### config.mk
export PLATFORM = sky130hd
export DESIGN_NAME = chan_result_reader
export DESIGN_NICKNAME = d
export VERILOG_FILES = /design/src/rtl/rdo_pkg.sv /design/src/rtl/rdo_bank.sv /design/src/rtl/rdo_seq.sv /design/src/rtl/rdo_fmt.sv /design/src/rtl/chan_result_reader.sv
export SDC_FILE = /design/constraint.sdc
export NUM_CORES = 1
export LEC_CHECK = 0
export ABC_AREA = 1
export BUFFER_PORTS_ARGS = -buffer_cell sky130_fd_sc_hd__buf_2
export CAP_MARGIN = 40
export CORE_MARGIN = 2
export CORE_UTILIZATION = 54
export DETAILED_ROUTE_END_ITERATION = 6
export MAX_ROUTING_LAYER = met4
export PLACE_DENSITY = 0.8
export RECOVER_POWER = 100
export SETUP_SLACK_MARGIN = 0.05
export SLEW_MARGIN = 20
export SYNTH_ARGS = -nofsm -noshare
export SYNTH_HDL_FRONTEND = slang
export SYNTH_SLANG_ARGS = --single-unit
### constraint.sdc
create_clock -name clk -period 2 [get_ports clk]
set_clock_uncertainty 0.15 [all_clocks]
set_input_delay 0.2 -clock clk [delete_from_list [all_inputs] [get_ports clk]]
set_output_delay 0.2 -clock clk [all_outputs]
set_load 0.01 [all_outputs]
### src/rtl/rdo_pkg.sv
package rdo_pkg;

    typedef enum logic [1:0] {
        ST_ARMED = 2'd0,
        ST_SHOW  = 2'd1,
        ST_GAP   = 2'd2
    } rd_state_e;

endpackage

### src/rtl/rdo_bank.sv
module rdo_bank #(
    parameter int NUM_CH = 8,
    parameter int RES_W  = 14,
    localparam int IDX_W = (NUM_CH > 1) ? $clog2(NUM_CH) : 1
) (
    input  logic                      clk,
    input  logic                      rst_n,
    input  logic                      load_en,
    input  logic [NUM_CH*RES_W-1:0]   load_data,
    input  logic [IDX_W-1:0]          idx,
    output logic [RES_W-1:0]          result
);

    logic [RES_W-1:0] mem [NUM_CH];

    for (genvar c = 0; c < NUM_CH; c++) begin : g_slot
        always_ff @(posedge clk or negedge rst_n) begin
            if (!rst_n) begin
                mem[c] <= '0;
            end else if (load_en) begin
                mem[c] <= load_data[c*RES_W +: RES_W];
            end
        end
    end

    assign result = mem[idx];

endmodule

### src/rtl/rdo_seq.sv
module rdo_seq
    import rdo_pkg::*;
#(
    parameter int NUM_CH = 8,
    localparam int IDX_W = (NUM_CH > 1) ? $clog2(NUM_CH) : 1
) (
    input  logic             clk,
    input  logic             rst_n,
    input  logic             busy,
    input  logic             cs_n,
    input  logic             rd_n,
    input  logic             byte_mode,
    output logic             load_en,
    output logic [IDX_W-1:0] idx,
    output logic             phase,
    output logic             show
);

    localparam logic [IDX_W-1:0] LAST = IDX_W'(NUM_CH - 1);

    rd_state_e        state, state_n;
    logic [IDX_W-1:0] idx_n;
    logic             phase_n;
    logic             act, act_q, busy_q;
    logic             acc_start, acc_end, busy_fall;

    assign act = !cs_n && !rd_n;

    // Edge history follows the inputs even in reset so a busy fall is
    // judged against the true previous sample.
    always_ff @(posedge clk) begin
        act_q  <= act;
        busy_q <= busy;
    end

    assign acc_start = act && !act_q;
    assign acc_end   = !act && act_q;
    assign busy_fall = !busy && busy_q;

    always_comb begin
        state_n = state;
        idx_n   = idx;
        phase_n = phase;
        if (busy_fall) begin
            state_n = ST_ARMED;
            idx_n   = '0;
            phase_n = 1'b0;
        end else begin
            unique case (state)
                ST_ARMED: if (acc_start) state_n = ST_SHOW;
                ST_SHOW:  if (acc_end)   state_n = ST_GAP;
                ST_GAP: begin
                    if (acc_start) begin
                        state_n = ST_SHOW;
                        if (byte_mode && !phase) begin
                            phase_n = 1'b1;
                        end else begin
                            phase_n = 1'b0;
                            idx_n   = (idx == LAST) ? '0 : idx + 1'b1;
                        end
                    end
                end
                default: state_n = ST_ARMED;
            endcase
        end
    end

    always_ff @(posedge clk or negedge rst_n) begin
        if (!rst_n) begin
            state <= ST_ARMED;
            idx   <= '0;
            phase <= 1'b0;
        end else begin
            state <= state_n;
            idx   <= idx_n;
            phase <= phase_n;
        end
    end

    always_comb begin
        show    = (state == ST_SHOW);
        load_en = busy_fall;
    end

endmodule

### src/rtl/rdo_fmt.sv
module rdo_fmt #(
    parameter int RES_W = 14,
    parameter int BUS_W = 16,
    localparam int HALF = BUS_W / 2
) (
    input  logic [RES_W-1:0] result,
    input  logic             phase,
    input  logic             byte_mode,
    input  logic             hi_first,
    input  logic             show,
    output logic [BUS_W-1:0] bus_out
);

    logic [BUS_W-1:0] wide;
    logic             take_hi;

    assign wide    = {{(BUS_W-RES_W){result[RES_W-1]}}, result};
    assign take_hi = hi_first ^ phase;

    always_comb begin
        if (!show) begin
            bus_out = '0;
        end else if (byte_mode) begin
            bus_out = {{HALF{1'b0}}, take_hi ? wide[BUS_W-1:HALF] : wide[HALF-1:0]};
        end else begin
            bus_out = wide;
        end
    end

endmodule

### src/rtl/chan_result_reader.sv
module chan_result_reader #(
    parameter int NUM_CH = 8,
    parameter int RES_W  = 14,
    parameter int BUS_W  = 16
) (
    input  logic                    clk,
    input  logic                    rst_n,
    input  logic                    busy,
    input  logic [NUM_CH*RES_W-1:0] load_data,
    input  logic                    cs_n,
    input  logic                    rd_n,
    input  logic                    byte_mode,
    input  logic                    hi_first,
    output logic [BUS_W-1:0]        bus_out,
    output logic                    bus_oe,
    output logic                    first_data
);

    localparam int IDX_W = (NUM_CH > 1) ? $clog2(NUM_CH) : 1;

    logic             load_en, phase, show;
    logic [IDX_W-1:0] idx;
    logic [RES_W-1:0] result;

    rdo_seq #(.NUM_CH(NUM_CH)) u_seq (
        .clk(clk), .rst_n(rst_n), .busy(busy), .cs_n(cs_n), .rd_n(rd_n),
        .byte_mode(byte_mode), .load_en(load_en), .idx(idx),
        .phase(phase), .show(show)
    );

    rdo_bank #(.NUM_CH(NUM_CH), .RES_W(RES_W)) u_bank (
        .clk(clk), .rst_n(rst_n), .load_en(load_en), .load_data(load_data),
        .idx(idx), .result(result)
    );

    rdo_fmt #(.RES_W(RES_W), .BUS_W(BUS_W)) u_fmt (
        .result(result), .phase(phase), .byte_mode(byte_mode),
        .hi_first(hi_first), .show(show), .bus_out(bus_out)
    );

    assign bus_oe     = show;
    assign first_data = show && (idx == '0);

endmodule

==> metrics.md, run 1 <==
| Metric | Value |
|---|---|
| Status | complete, but fails checks |
| Failing checks | negative setup slack |
| Crit path DAT | 2.02 ns |
| Initial antenna violation count | 0 |
| Initial Util | 55.0% |
| Wire length of the first global-routing pass | 29600 um |
| Routed vias/inst | 5.24 |
| Final std cells w/o fill | 1202 |
| F_max | 422 MHz |
| Die ar. | 0.0118 mm2 |
| CTS tree | built |
| Min cycle time layout | 2.37 ns |
| FP Rows | 38 |
| DRC | 0 |
| Total Power | 0.00929 W |
| Die width | 109 um |
| Die Y | 109 um |
| Worst vdd ir | 0.622 mV |
| Worst Path Required | 1.65 ns |
| R2R Path Start | u_seq.busy_q$_DFF_P_ |
| Largest net degree at the start of global routing | 160 |
| Relative slew slack | 10.7% |
| Most frequent cells in the layout | nand2_1, buf_2, dlygate4sd3_1 |
| Comb power frac | 38.0% |
| TritonCTS Buffers | 17 |
| Cell Area, Synth | 0.00591 mm2 |
| Final worst path period share | 118% |
| Multi-input logic area | 0.00252 mm2 |
| Io pins | 137 |
| CP Capture Type | output pin |
| Beginning of the worst hold path | byte_mode |
| Worst slew pin tran | 1.34 ns |
| Pre-CTS WS | 0.172 ns |
| Pint | 0.00588 W |
| Switch Pwr | 0.00341 W |
| Post-synth ARST share | 98.3% |
| Post-DP HPWL | 10500 um |
| GRT overflow | 0 |
| Hold/Removal Path Class | input pin to register |
| Detailed Route Iter0 Violations | 610 |
| Ys Warns | 0 |
| CTS Root Cell | clkbuf_8 |
| Clk_lat worst skew | 0.52 ns |
| Maximum clock path buffer count | 2 |
| Wire length per cell | 16.0 um |
| Routed Antenna Nets | 0 |
| Slowest cell on the critical path | dfrtp_2 |
| Final slew viol count | 0 |
| Fin nets | 1173 |
| Number of diodes | 0 |
| CTS clock-pin slew for the worst setup and hold paths | 0.05 ns |
| Final core utilization | 79.9% |
| Cell variety after synth | 24 |
| Reg2reg end | u_seq.state[1]$_DFFE_PN0P_ |
| Clock tree sinks | 120 |
| Slowest stage delay, CP | 0.43 ns |
| Synth Flop Type | dfrtp_1 |
| Hold EP | u_seq.phase$_DFFE_PN0P_ |
| Crit path max fanout | 8 |
| Reg2Reg Depth | 8 |
| Post-synth EDFFs | 0 |
| Final Hold Vio Count | 0 |
| H-tree Lvls | 4 |
| Cell Count Post-Placement | 1048 |
| RePlAce Congestion | 0.870 |
| Clock power share | 30.0% |
| Synth Instances | 805 |
| Core Area | 0.0107 mm2 |
| Layout cells sized above 1 | 21.7% |
| Area Overhead vs Synth | 45.3% |
| Max_cap viols | 0 |
| WL final | 19200 um |
| Crit path kind | register to output pin |
| RSZ-0062 raised after global routing | yes |
| Syn Area/Cell | 7.34 um2 |
| Sequential share of power | 32.0% |
| First-pass iteration count of the detailed router | 5 |
| Detailed-route via count | 6293 |
| IO Port Bufs | 136 |
| Most common cell after layout, fill and taps aside | nand2_1 |
| Hold Path Stages | 5 |
| Sw Ratio | 36.7% |
| Seq. cell area | 0.00299 mm2 |
| R2R Setup Slk | -0.10 ns |
| Setup crit start kind | register |
| FF+latch count, synth | 120 |
| Mapped Nets | 927 |
| Final Setup Violations | 19 |
| Post-route worst setup slack | -0.370 ns |
| Seq/Total Area, Yosys | 50.6% |
| Critical path, cell by cell | clkinv_4, clkbuf_16, nand2_1, nand3_1, nand2_1, nand2_1, nand2_1, nor2_1, nor2_2, buf_2 |
| CP dominant cell by count | nand2_1 |
| Lkg Pwr | 4.51 nW |
| Pwr dens | 1080 mW/mm2 |
| # fillers | 691 |
| GRT Total Usage | 33.9% |
| Vias in the first global route | 6160 |
| Critical Path Start | u_seq.idx[0]$_DFFE_PN0P_ |
logic make-up after synthesis:
kind of cell | Yosys count | share of synthesized area [%]
AND/OR/NAND/NOR | 505 | 34.0
adder cells (fa/ha/maj) | 3 | 0.635
flip-flops | 120 | 50.6
buffers and inverters | 107 | 8.70
AO/OA/AOI/OAI | 70 | 5.97
area by class of cell:
| type | instances | area share, % |
|---|---|---|
| clock inverter | 8 | 0.860 |
| multi-input combinational | 578 | 29.4 |
| clock buffer | 22 | 5.39 |
| inverter | 58 | 2.67 |
| sequential | 120 | 34.9 |
| tap | 140 | 2.04 |
| timing repair buffer | 276 | 24.8 |
stage by stage:
step	hold slack (ns)	setup TNS (ns)	area (um2)
after global placement	-0.0947	0	6640
after detailed placement	-0.0932	0	6640
after floorplan	-0.246	0	5910
after global routing	0.0949	-9.75	8590
final	0.0582	-4.77	8590
after CTS	0.0666	-4.07	8430
metal layers:
layer,part of all wire [%],vias to the layer above,wire (um),track usage [%]
li1,-,2974,-,-
met1,39,2942,7520,41.2
met2,50,333,9660,56.0
met3,7.8,44,1500,7.83
met4,2.6,0,507,12.1
met5,0,-,0,-
state kept, by name, summed over array words and instances, names as in the netlist:
register / flops
u_seq.phase: 1
u_seq.state: 2
u_bank.mem: 112
u_seq.act_q: 1
u_seq.busy_q: 1
u_seq.idx: 3
power groups by stage:
stage	sequential (W)	clock (W)	combinational, W
global route	0.00300	0.00291	0.00388
CTS	0.00295	0.00279	0.00307
floorplan	0.00291	0	0.00207
finish	0.00297	0.00279	0.00353
detailed placement	0.00297	0	0.00274
global placement	0.00296	0	0.00271
Yosys cell counts (3+ instances only):
cell	number	share of area [%]
a21oi_1	15	1.3
buf_2	30	2.5
buf_4	6	0.76
buf_6	4	0.76
clkbuf_1	6	0.38
dfrtp_1	118	50
ha_1	3	0.64
inv_1	54	3.4
inv_2	3	0.19
nand2_1	400	25
nand3_1	69	5.8
nor2_1	29	1.8
o21ai_0	51	4.3
o21ai_1	3	0.25
timing repair:
action	4_1_cts	5_1_grt
setup buffers	1	4
pin swaps	0	4
cloned	0	1
endpoints found under the setup margin	17	19
endpoints found under the hold margin	233	0
gates resized for setup	18	41
hold buffers	118	0
worst max-delay path, delay by kind of cell, from the launching register on:
family	cells	cell delay [ns]
buffers and inverters	3	0.46
DFF	1	0.43
and+or+nand+nor	7	0.61
how the worst max path moves through the flow:
| stage | cells past startpoint | to |
|---|---|---|
| 2_1_floorplan | 8 | bus_out[14] |
| 3_3_place_gp | 10 | bus_out[0] |
| 3_5_place_dp | 10 | bus_out[0] |
| 4_1_cts | 10 | bus_out[4] |
| 5_1_grt | 10 | bus_out[2] |
| 6_report | 10 | bus_out[2] |
Power figures use the tool's default switching activity.
==> run 2: changes to the inputs <==
Settings changed: REMOVE_ABC_BUFFERS set to 1.
==> run 2 against run 1 <==
Compared with the run above: the flow still finishes with violations (negative setup slack); register-to-register slack improved by 0.12 ns; core utilization increased by 4.0 points; non-clock buffer count rose by 3; first-iteration DRC count up 16%; sequential power hardly changed; count of clock-buffer cells in the layout shrank 3; fmax down 3.0%; die area unchanged; critical path depth stayed put; clock power is 12% higher; sequential share of layout area shrank 1.7 points; worst hold slack got worse by 0.050 ns; critical path type unchanged; largest power group unchanged.
==> metrics.md, run 2 (synthesis gave the netlist of run 1 again) <==
| Metric | Value |
|---|---|
| Status | complete, but fails checks |
| Failing checks | negative setup slack |
| Most frequent cells in the layout | nand2_1, buf_2, dfrtp_1 |
| R2R Setup Slk | 0.02 ns |
| F_max | 409 MHz |
| DRC | 0 |
| GRT busiest layer | met2 |
| Final Setup Violations | 17 |
| RePlAce Congestion | 0.820 |
| Clk_lat worst skew | 0.51 ns |
| Detailed-route via count | 6591 |
| Post-DP HPWL | 9850 um |
| Io pins | 137 |
| Setup crit start kind | register |
| Biggest register | u_bank.mem |
| Post-route worst setup slack | -0.443 ns |
| GRT overflow | 0 |
| IO Port Bufs | 136 |
| CTS Root Cell | clkbuf_8 |
| Most common cell after layout, fill and taps aside | nand2_1 |
| Clock tree sinks | 120 |
| Worst vdd ir | 0.808 mV |
| Top flop regs | u_bank.mem x112, u_seq.idx x3, u_seq.state x2 |
| Reg2reg end | u_seq.state[1]$_DFFE_PN0P_ |
| Core Area | 0.0107 mm2 |
| Initial Util | 55.0% |
| Die ar. | 0.0118 mm2 |
| Relative slew slack | 44.9% |
| Wire length per cell | 17.3 um |
| RSZ-0062 raised after global routing | yes |
| Hold EP | u_seq.phase$_DFFE_PN0P_ |
| Final core utilization | 83.9% |
| Final Cell Area | 0.00901 mm2 |
| Area Overhead vs Synth | 52.5% |
| Hold WS | 0.00810 ns |
| Crit path max fanout | 7 |
| GRT Total Usage | 31.6% |
| Routed vias/inst | 5.46 |
| R2R Path Start | u_seq.busy_q$_DFF_P_ |
| Largest net degree at the start of global routing | 147 |
| FP Rows | 38 |
| Final worst path period share | 122% |
| Initial antenna violation count | 0 |
| Max_cap viols | 0 |
| Routed Antenna Nets | 0 |
| Fin nets | 1176 |
| H-tree Lvls | 4 |
| Crit path DAT | 2.09 ns |
| Area after DPL | 0.00668 mm2 |
| CTS clock-pin slew for the worst setup and hold paths | 0.06 ns |
| Final slew viol count | 0 |
| TritonCTS Buffers | 17 |
| CP Capture Type | output pin |
| Pre-CTS WS | 0.140 ns |
| Final Hold Vio Count | 0 |
| Pwr dens | 1160 mW/mm2 |
| Met2 Resource Use GR | 53.6% |
| Reg2Reg Depth | 8 |
| Beginning of the worst hold path | byte_mode |
| Layout cells sized above 1 | 28.0% |
| Number of diodes | 0 |
| Crit path kind | register to output pin |
| Detailed Route Iter0 Violations | 709 |
| Total Power | 0.0105 W |
| Die width | 109 um |
| Vias in the first global route | 6085 |
| Hold/Removal Path Class | input pin to register |
| # fillers | 587 |
| Hold Path Stages | 5 |
| GRT met3 Usage | 4.72% |
| CTS tree | built |
| WL final | 20900 um |
| Max FFs per register | 112 |
| First-pass iteration count of the detailed router | 6 |
| Die Y | 109 um |
| Wire length of the first global-routing pass | 28100 um |
| Worst Path Required | 1.65 ns |
| Grt met1 use | 37.5% |
| Worst slew pin tran | 0.826 ns |
| Lkg Pwr | 4.68 nW |
| Min cycle time layout | 2.44 ns |
| Maximum clock path buffer count | 2 |
==> run 2: changes by cell type in the layout (fill, tap and decap cells not counted), moves of 3 or more <==
cell / previous run / this run
clkbuf_16: 17 / 21
clkinv_2: 4 / 1
a21oi_2: 8 / 5
nand3_1: 65 / 36
clkinv_4: 2 / 5
clkbuf_4: 0 / 4
nand3_2: 5 / 34
nand2_2: 13 / 45
nand2_1: 388 / 352
nand2_4: 1 / 5
==> run 2: routing by layer <==
| metal | wire, um | vias up |
|---|---|---|
| li1 | - | 2984 |
| met5 | 0 | - |
| met3 | 1450 | 118 |
| met1 | 7770 | 3095 |
| met4 | 1220 | 0 |
| met2 | 10500 | 394 |
==> run 2: area by class of cell <==
cell class / count / area (um2) / area share, %
multi-input cells: 578 / 2780 / 30.9
clock buffers: 19 / 432 / 4.79
clock inverters: 13 / 170 / 1.89
inverters: 58 / 225 / 2.50
well taps: 140 / 175 / 1.94
repair buffers: 279 / 2240 / 24.8
flip-flops and latches: 120 / 2990 / 33.2
==> run 2: critical path, cell delays in order (launching register included) <==
cell	delay (ns)
dfrtp_2	0.48
clkinv_4	0.15
buf_6	0.16
clkbuf_16	0.16
nand2_2	0.06
nand3_2	0.07
nand3_2	0.08
nand2_2	0.08
a21oi_4	0.18
nor2_4	0.04
buf_6	0.12
==> run 2: how the worst max path moves through the flow <==
stage          slack, ns                startpoint                       end  cells after the start
6_report           -0.44  u_seq.idx[0]$_DFFE_PN0P_                bus_out[6]                     10
5_1_grt            -0.49  u_seq.idx[0]$_DFFE_PN0P_                bus_out[0]                     10
4_1_cts            -0.28  u_seq.idx[0]$_DFFE_PN0P_                bus_out[3]                      8
3_5_place_dp        0.14  u_seq.idx[0]$_DFFE_PN0P_                bus_out[7]                      8
3_3_place_gp        0.18  u_seq.idx[0]$_DFFE_PN0P_                bus_out[7]                      8
2_1_floorplan      -1.68      u_seq.busy_q$_DFF_P_  u_seq.idx[0]$_DFFE_PN0P_                      7
==> run 2: stage by stage <==
stage | setup TNS (ns) | instances
CTS | -3.33 | 1199
floorplan | -127.25 | 756
finish | -6.02 | 1207
detailed placement | 0 | 1049
global route | -9.79 | 1207
global placement | 0 | 1049
==> run 2: timing repair <==
action,CTS,global route
resized for setup,15,108
pin swaps,1,42
gates cloned,1,6
setup endpoints to repair,17,20
hold buffers,116,1
hold endpoints to repair,233,2
buffers inserted,1,2
==> run 2: where the power goes <==
| part | internal, W | switching (W) |
|---|---|---|
| logic | 0.00176 | 0.00259 |
| clock network | 0.00194 | 0.00118 |
| registers | 0.00276 | 0.000231 |
| total | 0.00647 | 0.00399 |
==> run 3: changes to the inputs <==
Settings changed: CORE_UTILIZATION 54 to 55, PLACE_DENSITY 0.8 to 0.81, SYNTH_HIERARCHICAL set to 1.
==> run 3 against run 2 <==
Compared with the run above: sequential share of layout area increased by 0.69 points; synthesized area rose by 5.1%; total power is 9.1% lower; largest cell class unchanged; the flow still finishes with violations (negative setup slack); highest routed layer unchanged; non-clock buffer count shrank 6; setup slack better by 0.17 ns; first-iteration DRC count is 19% lower; synthesized cell count is 5.0% higher; fmax up 7.4%.
==> metrics.md, run 3 <==
| Metric | Value |
|---|---|
| CTS tree | built |
| RePlAce Congestion | 0.833 |
| Hold WS | 0.0342 ns |
| Crit path DAT | 1.93 ns |
| F_max | 440 MHz |
| Final Hold Vio Count | 0 |
| Comb power frac | 38.8% |
| GRT Total Usage | 31.6% |
| Wire length per cell | 15.0 um |
| Post-DP HPWL | 9940 um |
| Max FFs per register | 112 |
| Die width | 110 um |
| Worst vdd ir | 0.760 mV |
| Sw Ratio | 35.8% |
| Synth area leader | dfrtp_1 |
| Switch Pwr | 0.00341 W |
| Wire length of the first global-routing pass | 28500 um |
| RSZ-0062 raised after global routing | yes |
| CTS clock-pin slew for the worst setup and hold paths | 0.05 ns |
| Layout cells sized above 1 | 20.3% |
| Detailed-route via count | 6389 |
| Io pins | 137 |
| Top-area cell type share of the netlist area | 47.5% |
| Crit path max fanout | 27 |
| Sequential share of power | 30.3% |
| CTS Root Cell | clkbuf_16 |
| Synth cell count leaders | nand2_1, inv_1, dfrtp_1 |
| IO Port Bufs | 136 |
| FF+latch count, synth | 120 |
| Pint | 0.00610 W |
| First-pass iteration count of the detailed router | 5 |
| Total Power | 0.00951 W |
| Relative slew slack | 54.5% |
| Synth Flop Type | dfrtp_1 |
| Cell Area, Synth | 0.00621 mm2 |
| Final slew viol count | 0 |
| Worst Path Required | 1.65 ns |
| Routed vias/inst | 5.14 |
| Final Setup Violations | 16 |
| Post-synth ARST share | 98.3% |
| Max_cap viols | 0 |
| Crit path kind | register to output pin |
| Final worst path period share | 114% |
| Syn Area/Cell | 7.35 um2 |
| Core Area | 0.0109 mm2 |
| DRC | 0 |
| Routed Antenna Nets | 0 |
| Worst slew pin tran | 0.682 ns |
| Die Y | 110 um |
| Die ar. | 0.0122 mm2 |
| Status | complete, but fails checks |
| Clock power share | 30.8% |
| Min cycle time layout | 2.28 ns |
| Cell Count Post-Placement | 1090 |
| Clk_lat worst skew | 0.41 ns |
| CP Capture Type | output pin |
| Synth Instances | 845 |
| Cell variety after synth | 28 |
| Clock tree sinks | 120 |
| FP Rows | 38 |
| Seq/Total Area, Yosys | 48.2% |
| Post-synth EDFFs | 0 |
| Setup crit start kind | register |
| Most common cell after layout, fill and taps aside | nand2_1 |
| Final std cells w/o fill | 1242 |
| Vias in the first global route | 6160 |
| Hold/Removal Path Class | input pin to register |
| Biggest register | u_bank/mem |
| Most numerous cell in the Yosys netlist | nand2_1 |
| H-tree Lvls | 4 |
| Fin nets | 1211 |
| Largest net degree at the start of global routing | 112 |
| GRT overflow | 0 |
| Initial Util | 56.8% |
| Top cells by area, synth | dfrtp_1, nand2_1, inv_1 |
| Ys Warns | 6 |
| Post-route worst setup slack | -0.275 ns |
| Maximum clock path buffer count | 2 |
| WL final | 18600 um |
| Top flop regs | u_bank/mem x112, u_seq/idx x3, u_seq/state x2 |
| Initial antenna violation count | 1 |
| Detailed Route Iter0 Violations | 575 |
| Failing checks | negative setup slack |
| Area after DPL | 0.00698 mm2 |
| Final Cell Area | 0.00883 mm2 |
| TritonCTS Buffers | 17 |
| Pwr dens | 1080 mW/mm2 |
| Most frequent cells in the layout | nand2_1, buf_2, inv_1 |
| Area Overhead vs Synth | 42.1% |
| Final core utilization | 80.7% |
| Lkg Pwr | 4.63 nW |
-- run 3: cells by family (layout without fill, tap and decap cells) --
kind of cell | count (synthesis) | after routing | synth area share (%)
AND/OR/NAND/NOR | 419 | 419 | 28.6
buffers and inverters | 185 | 441 | 13.2
other | 0 | 1 | 0
AO/OA/AOI/OAI | 119 | 119 | 9.63
adder cells (fa/ha/maj) | 2 | 2 | 0.403
flip-flops | 120 | 120 | 48.2
-- run 3: path summary, 6_finish.rpt --
| kind | from | end | slack, ns | cells past startpoint |
|---|---|---|---|---|
| worst max-delay path | u_seq/idx[0]$_DFFE_PN0P_ | bus_out[0] | -0.28 | 11 |
| min in group asynchronous | rst_n | u_bank/mem[105]$_DFFE_PN0P_ | 0.60 | 3 |
| worst min register to register | u_seq/state[0]$_DFFE_PN0P_ | u_seq/state[0]$_DFFE_PN0P_ | 0.35 | 1 |
| worst max register to register | u_seq/busy_q$_DFF_P_ | u_bank/mem[50]$_DFFE_PN0P_ | 0.05 | 5 |
| max in group asynchronous | rst_n | u_seq/idx[0]$_DFFE_PN0P_ | 0.24 | 4 |
| worst min-delay path | rd_n | u_seq/state[1]$_DFFE_PN0P_ | 0.03 | 5 |
-- run 3: critical path: stages, from the launching register on --
cell	delay (ns)
dfrtp_2	0.45
buf_8	0.19
nand2_1	0.09
nand3_1	0.09
nand2_1	0.09
nand2_1	0.05
nand2_1	0.08
inv_2	0.04
nand4_1	0.08
nand2_1	0.09
nor2_2	0.12
buf_2	0.14
-- run 3: layout make-up --
cell class / count / area [um2]
well taps: 140 / 175
fillers: 692 / 2110
repair buffers: 273 / 2130
clock inverters: 9 / 100
flip-flops and latches: 120 / 2990
diodes: 1 / 2.50
multi-input cells: 540 / 2430
clock buffers: 21 / 470
inverters: 138 / 526
-- run 3: per-layer routing --
layer / global-route usage (%) / vias up / share of wire (%)
met5: - / - / 0
met4: 11.2 / 0 / 2.4
met3: 7.52 / 46 / 6.8
met2: 53.3 / 279 / 51
met1: 37.2 / 3005 / 40
li1: - / 3059 / -
-- run 3: power groups by stage --
stage,clock network [W],logic [W],registers [W]
CTS,0.00295,0.00347,0.00287
global placement,0,0.00303,0.00289
global route,0.00308,0.00409,0.00291
detailed placement,0,0.00310,0.00291
finish,0.00293,0.00369,0.00289
floorplan,0,0.00188,0.00305
-- run 3: repair_timing --
item                                    in CTS  in global routing
hold buffers                               116                  1
hold endpoints to repair                   233                  4
endpoints found under the setup margin      16                 17
resized for setup                           22                  8
pin swaps                                   10                  2
buffers inserted                             1                  2
cloned                                       1                  1
-- run 3: stage by stage --
step                setup slack (ns)  TNS, ns
global placement               0.177        0
global route                  -0.376    -5.85
floorplan                      -1.24  -155.04
finish                        -0.275    -2.91
CTS                           -0.225    -2.36
detailed placement             0.119        0
